--- src/rtl/idm_pkg.sv ---
package idm_pkg;
  localparam int ADDR_W     = 8;
  localparam int DATA_W     = 8;
  localparam int BANK_W     = 2;
  localparam int IDX_W      = 3;
  localparam int BITA_W     = 7;
  localparam int POS_W      = 3;
  localparam int BIT_BASE   = 32;

  typedef logic [ADDR_W-1:0] addr_t;
  typedef logic [DATA_W-1:0] data_t;
  typedef logic [BANK_W-1:0] bank_t;
  typedef logic [IDX_W-1:0]  idx_t;
  typedef logic [BITA_W-1:0] bita_t;
  typedef logic [POS_W-1:0]  pos_t;

  // bank times eight plus index
  function automatic addr_t wreg_phys(bank_t b, idx_t i);
    addr_t r;
    r = '0;
    r[IDX_W +: BANK_W] = b;
    r[IDX_W-1:0] = i;
    return r;
  endfunction

  function automatic addr_t bit_byte(bita_t a);
    addr_t off;
    off = '0;
    off[BITA_W-POS_W-1:0] = a[BITA_W-1:POS_W];
    return addr_t'(BIT_BASE) + off;
  endfunction

  function automatic pos_t bit_pos(bita_t a);
    return a[POS_W-1:0];
  endfunction

  function automatic data_t bit_merge(data_t d, pos_t p, logic v);
    data_t r;
    r = d;
    r[p] = v;
    return r;
  endfunction
endpackage

--- src/rtl/idm_route.sv ---
module idm_route
  import idm_pkg::*;
(
  input  logic  clk,
  input  logic  rst_n,
  input  logic  b_req,
  input  logic  b_we,
  input  logic  b_indirect,
  input  addr_t b_addr,
  input  data_t b_wdata,
  output logic  ram_rd,
  output logic  ram_we,
  output logic  sfr_hit,
  output logic  sfr_sel,
  output logic  sfr_we,
  output addr_t sfr_addr,
  output data_t sfr_wdata
);
  logic upper_half;

  assign upper_half = b_addr[ADDR_W-1];
  assign sfr_hit    = b_req && !b_indirect && upper_half;
  assign ram_rd     = b_req && !sfr_hit;
  assign ram_we     = b_req && b_we && !sfr_hit;
  assign sfr_sel    = sfr_hit;
  assign sfr_we     = sfr_hit && b_we;
  assign sfr_addr   = b_addr;
  assign sfr_wdata  = b_wdata;

  // indirect accesses never leave the RAM
  a_r2_indirect_stays_in_ram: assert property (@(posedge clk) disable iff (!rst_n)
    (b_req && b_indirect) |-> (!sfr_sel && ram_rd));

  // a special-function-register access never writes the RAM
  a_r3_sfr_blocks_ram_write: assert property (@(posedge clk) disable iff (!rst_n)
    sfr_sel |-> !ram_we);
endmodule

--- src/rtl/idm_bitmap.sv ---
module idm_bitmap
  import idm_pkg::*;
(
  input  bita_t bit_addr,
  output addr_t byte_addr,
  output pos_t  pos
);
  assign byte_addr = bit_byte(bit_addr);
  assign pos       = bit_pos(bit_addr);
endmodule

--- src/rtl/idm_store.sv ---
module idm_store
  import idm_pkg::*;
#(
  parameter int DEPTH = 1 << ADDR_W
) (
  input  logic  clk,
  input  logic  rst_n,
  input  logic  a_rd,
  input  logic  a_we,
  input  addr_t a_addr,
  input  data_t a_wdata,
  output data_t a_rdata,
  input  logic  r_rd,
  input  logic  r_we,
  input  addr_t r_addr,
  input  data_t r_wdata,
  output data_t r_rdata,
  input  logic  t_rd,
  input  logic  t_we,
  input  addr_t t_addr,
  input  pos_t  t_pos,
  input  logic  t_wval,
  output logic  t_rval
);
  data_t mem [DEPTH];
  data_t t_merged;

  assign t_merged = bit_merge(mem[t_addr], t_pos, t_wval);

  // later assignments win: bit < register < byte
  always_ff @(posedge clk) begin
    if (t_we) mem[t_addr] <= t_merged;
    if (r_we) mem[r_addr] <= r_wdata;
    if (a_we) mem[a_addr] <= a_wdata;
  end

  always_ff @(posedge clk or negedge rst_n) begin
    if (!rst_n) begin
      a_rdata <= '0;
      r_rdata <= '0;
      t_rval  <= 1'b0;
    end else begin
      if (a_rd) a_rdata <= mem[a_addr];
      if (r_rd) r_rdata <= mem[r_addr];
      if (t_rd) t_rval  <= mem[t_addr][t_pos];
    end
  end

  // read data is the content before any same-cycle write
  a_r6_byte_read_old: assert property (@(posedge clk) disable iff (!rst_n)
    a_rd |=> (a_rdata == $past(mem[a_addr])));

  // byte port beats register port on a shared byte
  a_r7_byte_wins: assert property (@(posedge clk) disable iff (!rst_n)
    (a_we && r_we && a_addr == r_addr) |=> (mem[$past(a_addr)] == $past(a_wdata)));

  // bit write changes only its own bit
  a_r5_bit_only: assert property (@(posedge clk) disable iff (!rst_n)
    (t_we && !(a_we && a_addr == t_addr) && !(r_we && r_addr == t_addr)) |=>
      ((((mem[$past(t_addr)] ^ $past(mem[t_addr])) & ~(data_t'(1) << $past(t_pos))) == '0)
       && (mem[$past(t_addr)][$past(t_pos)] == $past(t_wval))));
endmodule

--- src/rtl/idm_core.sv ---
module idm_core
  import idm_pkg::*;
(
  input  logic                clk,
  input  logic                rst_n,
  input  logic                b_req,
  input  logic                b_we,
  input  logic                b_indirect,
  input  logic [ADDR_W-1:0]   b_addr,
  input  logic [DATA_W-1:0]   b_wdata,
  output logic [DATA_W-1:0]   b_rdata,
  input  logic                bit_req,
  input  logic                bit_we,
  input  logic [BITA_W-1:0]   bit_addr,
  input  logic                bit_wval,
  output logic                bit_rval,
  input  logic [BANK_W-1:0]   bank_sel,
  input  logic                wr_req,
  input  logic                wr_we,
  input  logic [IDX_W-1:0]    wr_idx,
  input  logic [DATA_W-1:0]   wr_wdata,
  output logic [DATA_W-1:0]   wr_rdata,
  output logic                sfr_sel,
  output logic                sfr_we,
  output logic [ADDR_W-1:0]   sfr_addr,
  output logic [DATA_W-1:0]   sfr_wdata,
  input  logic [DATA_W-1:0]   sfr_rdata
);
  logic  byte_ram_rd, byte_ram_we, sfr_hit;
  addr_t wreg_addr, bit_byte_addr;
  pos_t  bit_position;
  data_t ram_byte_q, sfr_q;
  logic  from_sfr_q;

  idm_route u_route (
    .clk(clk), .rst_n(rst_n),
    .b_req(b_req), .b_we(b_we), .b_indirect(b_indirect),
    .b_addr(b_addr), .b_wdata(b_wdata),
    .ram_rd(byte_ram_rd), .ram_we(byte_ram_we), .sfr_hit(sfr_hit),
    .sfr_sel(sfr_sel), .sfr_we(sfr_we), .sfr_addr(sfr_addr), .sfr_wdata(sfr_wdata)
  );

  assign wreg_addr = wreg_phys(bank_sel, wr_idx);

  idm_bitmap u_bitmap (
    .bit_addr(bit_addr), .byte_addr(bit_byte_addr), .pos(bit_position)
  );

  idm_store u_store (
    .clk(clk), .rst_n(rst_n),
    .a_rd(byte_ram_rd), .a_we(byte_ram_we), .a_addr(b_addr),
    .a_wdata(b_wdata), .a_rdata(ram_byte_q),
    .r_rd(wr_req), .r_we(wr_req && wr_we), .r_addr(wreg_addr),
    .r_wdata(wr_wdata), .r_rdata(wr_rdata),
    .t_rd(bit_req), .t_we(bit_req && bit_we), .t_addr(bit_byte_addr),
    .t_pos(bit_position), .t_wval(bit_wval), .t_rval(bit_rval)
  );

  always_ff @(posedge clk or negedge rst_n) begin
    if (!rst_n) begin
      from_sfr_q <= 1'b0;
      sfr_q      <= '0;
    end else if (b_req) begin
      from_sfr_q <= sfr_hit;
      if (sfr_hit) sfr_q <= sfr_rdata;
    end
  end

  assign b_rdata = from_sfr_q ? sfr_q : ram_byte_q;

  // bus data returns one cycle after the strobe
  a_r3_sfr_return: assert property (@(posedge clk) disable iff (!rst_n)
    sfr_sel |=> (b_rdata == $past(sfr_rdata)));

  // register accesses stay within the bank area
  a_r4_bank_area: assert property (@(posedge clk) disable iff (!rst_n)
    wr_req |-> (wreg_addr < addr_t'(BIT_BASE)));

  // outputs are cleared in reset
  always_comb begin
    if (!rst_n) begin
      a_r8_reset_clear: assert (b_rdata == '0 && wr_rdata == '0 && !bit_rval);
    end
  end
endmodule

--- config.mk ---
export PLATFORM = sky130hd
export DESIGN_NAME = idm_core
export DESIGN_NICKNAME = d
export VERILOG_FILES = /design/src/rtl/idm_pkg.sv /design/src/rtl/idm_route.sv /design/src/rtl/idm_bitmap.sv /design/src/rtl/idm_store.sv /design/src/rtl/idm_core.sv
export SDC_FILE = /design/constraint.sdc
export NUM_CORES = 2
export LEC_CHECK = 0
export ABC_AREA = 1
export BUFFER_PORTS_ARGS = -buffer_cell sky130_fd_sc_hd__buf_2
export CAP_MARGIN = 25
export CORE_MARGIN = 5
export CORE_UTILIZATION = 40
export DETAILED_ROUTE_END_ITERATION = 10
export GPL_ROUTABILITY_DRIVEN = 0
export PLACE_DENSITY = 0.63
export SYNTH_ARGS = -nofsm -noshare
export SYNTH_HDL_FRONTEND = slang
export SYNTH_SLANG_ARGS = --single-unit
--- constraint.sdc ---
create_clock -name clk -period 1.9 [get_ports clk]
set_clock_uncertainty 0.05 [all_clocks]
set_input_delay 0.285 -clock clk [delete_from_list [all_inputs] [get_ports clk]]
set_output_delay 0.285 -clock clk [all_outputs]
set_load 0.01 [all_outputs]
==> Word level (Yosys, flattened, before mapping) <==
Memory sizes are Yosys's and may differ from the RTL's. A register that Yosys moved wholly into a read port is not among the register bits.
Index checks and enable logic that the tools add are counted.
{ "classes": {"magnitude_cmp": 2, "reduce_logical": 14, "mux": 12, "n_addsub": 1} }
{ "op_table": {"columns": ["operator", "count"], "rows": [
  ["$logic_and A1 B1 Y1", 9],
  ["$bwmux W8", 1],
  ["$mux W1", 8],
  ["$mux W8", 1],
  ["$add A6 B4 Y7 const A", 1],
  ["$logic_not A1 Y1", 4],
  ["$lt A3 B4 Y1 const B", 1],
  ["$bmux W1 S3", 1],
  ["$demux W1 S3", 1],
  ["$ge A3 B1 Y1 const B", 1],
  ["$reduce_and A2 Y1", 1]
]} }
{ "totals": {"mem_bits_rw": 2048, "wordCells": 33, "n_memories": 1, "ff_bits": 10, "out_inout_bits": 35, "inputBits": 54} }
{ "memory_table": {"columns": ["memory", "depth", "word_bits", "read_ports", "rd_ports_with_merged_regs", "write_ports", "line", "text"], "rows": [
  ["u_store.mem", 256, 8, 3, 2, 3, "idm_store.sv:25", "data_t mem [DEPTH];"]
]} }

==> Depth between registers and ports, before layout <==
{ "logic_depth": {"word_depth": 7, "mapped_depth": 18, "depth_no_buf": 15} }

==> Hierarchy <==
From an unflattened synthesis, not the netlist that was laid out.
{ "hier_totals": {"cells_unflattened": 21702, "area_unflattened_um2": 155824.4} }
{ "by_module_without_submodules": {"columns": ["mod", "area_per_inst_um2", "cells_each", "seq_area_each_um2", "instances"], "rows": [
  ["idm_store", 155058.7, 21596, 61924.4, 1],
  ["idm_core", 511.7, 68, 225.2, 1],
  ["idm_route", 163.9, 25, 0.0, 1],
  ["idm_bitmap", 90.1, 13, 0.0, 1]
]} }

==> Least setup slack after synthesis <==
Ideal clock, no wire load.
{ "synth_timing": {"kind": "in2reg", "start": "input bank_sel[1]", "end": "memory u_store.mem[19][0] (netlist bit), enable pin", "required_ns": 1.466, "stages": 6, "setup_time_ns": 0.384, "t_arrival_ns": 1.921, "n_path_buf": 2, "setup_slack_ns": -0.455, "cell_sequence": "clkbuf_1 -> clkinv_1 -> nor2_1 -> inv_1 -> clkbuf_1 -> o21ai_0"} }
{ "synth_lines": {"columns": ["element", "line", "text"], "rows": [
  ["start, declared", "idm_core.sv:17", "input logic [BANK_W-1:0] bank_sel,"],
  ["end, declared", "idm_store.sv:25", null]
]} }

==> Final worst setup path <==
{ "layout_timing": {"start": "register from_sfr_q", "end": "output b_rdata[2]"} }
{ "layout_via": {"elab_chain_cells": 1} }
{ "layout_rtl": {"columns": ["element", "line", "text"], "rows": [
  ["start, declared", "idm_core.sv:33", "logic from_sfr_q;"],
  ["start signal, assigned", "idm_core.sv:64", "from_sfr_q <= sfr_hit;"],
  ["$mux W8", "idm_core.sv:69", "assign b_rdata = from_sfr_q ? sfr_q : ram_byte_q;"],
  ["end, declared", "idm_core.sv:11", "output logic [DATA_W-1:0] b_rdata,"]
]} }
Every way passes these cells.

==> metrics.md <==
| Metric | Value |
|---|---|
| Status | `finished with violations` |
| Failing checks | `setup timing` |
| Hold Path End | `u_store.mem[146][7]` |
| Via density | `5.496` |
| Final Hold Fails | `0` |
| Vias post-DR | `about 72000` |
| Final Critical Period | `2061 ps` |
| Pleak | `between 0.04 and 0.05 uW` |
| CP delay by family, top | `flip-flops` |
| Share of layout cells above drive strength 1 | `19.67%` |
| Register-to-Register Setup Slack | `-100 ps` |
| Post-Route WL | `approximately 300 mm` |
| Reg2reg start | `u_store.mem[32][3]` |
| Seq/Total Area, Yosys | `roughly two thirds` |
| Multi-input gate area | `29490 um2` |
| Worst EP required | `approximately 1600 ps` |
| CP max-delay cell | `dfrtp_2` |
| Total Nets Final | `around 10000` |
| CP endpoint kind | `primary output` |
| Post-synth EDFFs | `between 2000 and 2500` |
| Antenna violation net count after detailed routing | `0` |
| Synthesized flop and latch total | `2074` |
| Vias in the first global route | `just under 70000` |
| Syn avg cell area | `~10 um2` |
| Total Power | `roughly 100000 uW` |
| Maximum root-to-sink buffer count | `3` |
| Largest net degree at the start of global routing | `96` |
| CTS tree | `done` |
| Total clock buffers created by CTS | `between 200 and 250` |
| Die area | `~240000 um2` |
| I/O pins | `slightly below 90` |
| Hold WC Path Type | `primary input to register` |
| Initial Util | `between 40% and 50%` |
| Slowest Stage Delay on Critical Path | `460 ps` |
| CP Launch Point | `from_sfr_q` |
| PwrDens | `roughly 890 nW/um2` |
| Final cycle utilization of the critical path | `108.5%` |
| Placed insts | `between 10000 and 15000` |
| Die Y-Extent | `roughly 490 um` |
| Core Rows | `around 180` |
| Worst-margin pin slew | `between 700 and 800 ps` |
| Slew Limit Fails | `0` |
| Final non-filler cell total | `roughly 13000` |
| Core Util, Final | `between 40% and 50%` |
| Commonest non-fill, non-tap cell in the layout | `nand2_1` |
| Worst Setup Start Kind | `register` |
| Post-Syn Area | `a little over 90000 um2` |
| CP Max Fanout | `6` |
| Worst path buffer plus inverter count | `2` |
| Most used flip-flop cell after synthesis | `edfxtp_1` |
| Root Buffer | `clkbuf_16` |
| Worst hold margin | `approximately 84 ps` |
| Kind of critical path | `register to primary output` |
| Worst R2R Path Depth | `8` |
| CP arrival | `approximately 1700 ps` |
| Initial drt markers | `between 9000 and 10000` |
| RSZ-0062 raised after global routing | `true` |
| Core region area | `between 200000 and 250000 um2` |
| Peak VDD IR | `a little over 1 mV` |
| Drt wl/cell | `23.19 um` |
| Worst Hold Depth | `3` |
| Ys async rst share | `approximately 1.3%` |
| Gr usage total | `between 20% and 30%` |
| FF/Latch Area | `62160 um2` |
| CTS clock-pin slew for the worst setup and hold paths | `about 70 ps` |
| Synth Instances | `about 9200` |
| Synth-to-layout area growth | `23.98%` |
| Fmax | `485.1 MHz` |
| Fin Setup TNS | `-4137 ps` |
| First-pass GRT wire length | `roughly 440 mm` |
| Relative slew slack | `about half` |
| Most frequent cells in the layout | `4066 x nand2_1, 2048 x edfxtp_1, 657 x buf_4` |
| 1st-pass router iterations | `7` |
| Clk_lat worst skew | `880 ps` |
| Fillers | `between 20000 and 25000` |
| Final HPWL DP | `~200 mm` |
| Hold_sp | `b_wdata[7]` |
| Synth warn | `0` |
| Total grt overflow | `0` |
| Max Cap Violations | `0` |
| Worst setup margin | `-161.4 ps` |
| Reg-to-Reg End | `u_store.mem[32][3]` |
| Port Buffers | `88` |
| Initial antenna violation count | `7` |
| Synth Net Count | `9294` |
| TritonCTS sink count | `roughly 2100` |
| Distinct cells, synth | `40` |
| Die Span X | `slightly below 500 um` |
| H-tree levels | `4` |
| Crit-path cells | `buf_6 -> nand2_2 -> nand2_2 -> buf_6` |
| Final setup viols | `just under 80` |
| Drt drc | `0` |
[flip-flops by register name, summed over array words and instances, names as in the netlist]
register / flops
sfr_q: 8
u_store.mem: 2048
u_store.r_rdata: 8
from_sfr_q: 1
u_store.t_rval: 1
u_store.a_rdata: 8
[routing by layer]
metal  GRT usage [%]  up-vias  routed length [um]  part of all wire [%]
li1                -    32540                   -                     -
met1           33.34    34630              118400                    39
met2           39.01     4127              138900                    46
met3           5.098      730               32250                    11
met4           10.51        4               14390                   4.7
met5               0        -                  29                0.0095
[through the flow]
stage	worst slack (ps)	cell area, um2
after floorplan	-124.6	93710
after global placement	-1000	104900
after detailed placement	-955.6	104900
after CTS	-193.4	113100
after global routing	-229.5	114100
final	-161.4	114100
[cells by family (layout without fill, tap and decap cells)]
family	Yosys count	in the layout	synth area share (%)
AND/OR/NAND/NOR	5552	5552	23.88
flip-flops	2074	2074	67.51
AO/OA/AOI/OAI	842	842	4.911
buffers and inverters	770	1608	3.675
multiplexers	2	2	0.02175
other	0	3	0
[power by group]
part           switching, uW  total [uW]  leakage [uW]  internal (uW)
clock                  18300       41400       0.00331          23100
sequential               187       50700        0.0187          50500
combinational           6390        9690        0.0220           3300
total                  24800      102000        0.0440          77000
[repair_timing]
| action | 4_1_cts | 5_1_grt |
|---|---|---|
| hold buffers | 51 | 0 |
| resized for setup | 256 | 320 |
| gates cloned | 7 | 2 |
| buffers inserted | 10 | 18 |
| endpoints found under the hold margin | 913 | 0 |
| setup endpoints to repair | 138 | 296 |
| pin swaps | 72 | 198 |
[synthesized netlist by cell type, types with 5 or more instances]
cell type | count | area [um2]
nand2_1 | 4214 | 15820
edfxtp_1 | 2048 | 61500
nor2_1 | 692 | 2597
o21ai_0 | 485 | 2427
nand3_1 | 418 | 2092
clkbuf_1 | 273 | 1025
buf_2 | 241 | 1206
nand4_1 | 178 | 1114
a21oi_1 | 172 | 860.8
inv_1 | 149 | 559.3
a22oi_1 | 66 | 495.5
o21ai_1 | 57 | 285.3
buf_1 | 42 | 157.7
buf_4 | 35 | 262.8
o211ai_1 | 29 | 217.7
dfrtp_1 | 26 | 650.6
nand2_2 | 16 | 100.1
a31oi_1 | 13 | 81.33
inv_2 | 13 | 48.80
nor3_1 | 11 | 55.05
a221oi_1 | 8 | 70.07
buf_6 | 7 | 78.83
nor2_4 | 7 | 78.83
o22ai_1 | 7 | 43.79
clkinv_1 | 5 | 18.77
nor2_2 | 5 | 31.28
[worst reg2reg max path, stage by stage, from the launching register on]
cell,delay [ps]
edfxtp_1,420
nand2_1,100
nand4_1,200
nand2_2,160
nand2_2,80
or3_4,410
nand2_8,100
buf_12,160
o21ai_2,70
[cell type report]
type / count / share of cell area [%]
Sequential cell: 2074 / 54.46
Multi-Input combinational cell: 6396 / 25.84
Clock buffer: 245 / 4.690
Timing Repair Buffer: 1056 / 9.779
Inverter: 168 / 0.5766
Tap cell: 3026 / 3.317
Clock inverter: 139 / 1.331
Antenna cell: 3 / 0.006577
[how the worst max path moves through the flow]
stage                               endpoint  depth (start not counted)
after global placement    u_store.a_rdata[2]                         14
final                             b_rdata[2]                          4
after detailed placement  u_store.a_rdata[2]                         14
after global routing              b_rdata[6]                          4
after CTS                         b_rdata[6]                          4
after floorplan           u_store.mem[32][0]                          6
Power figures use the tool's default switching activity.
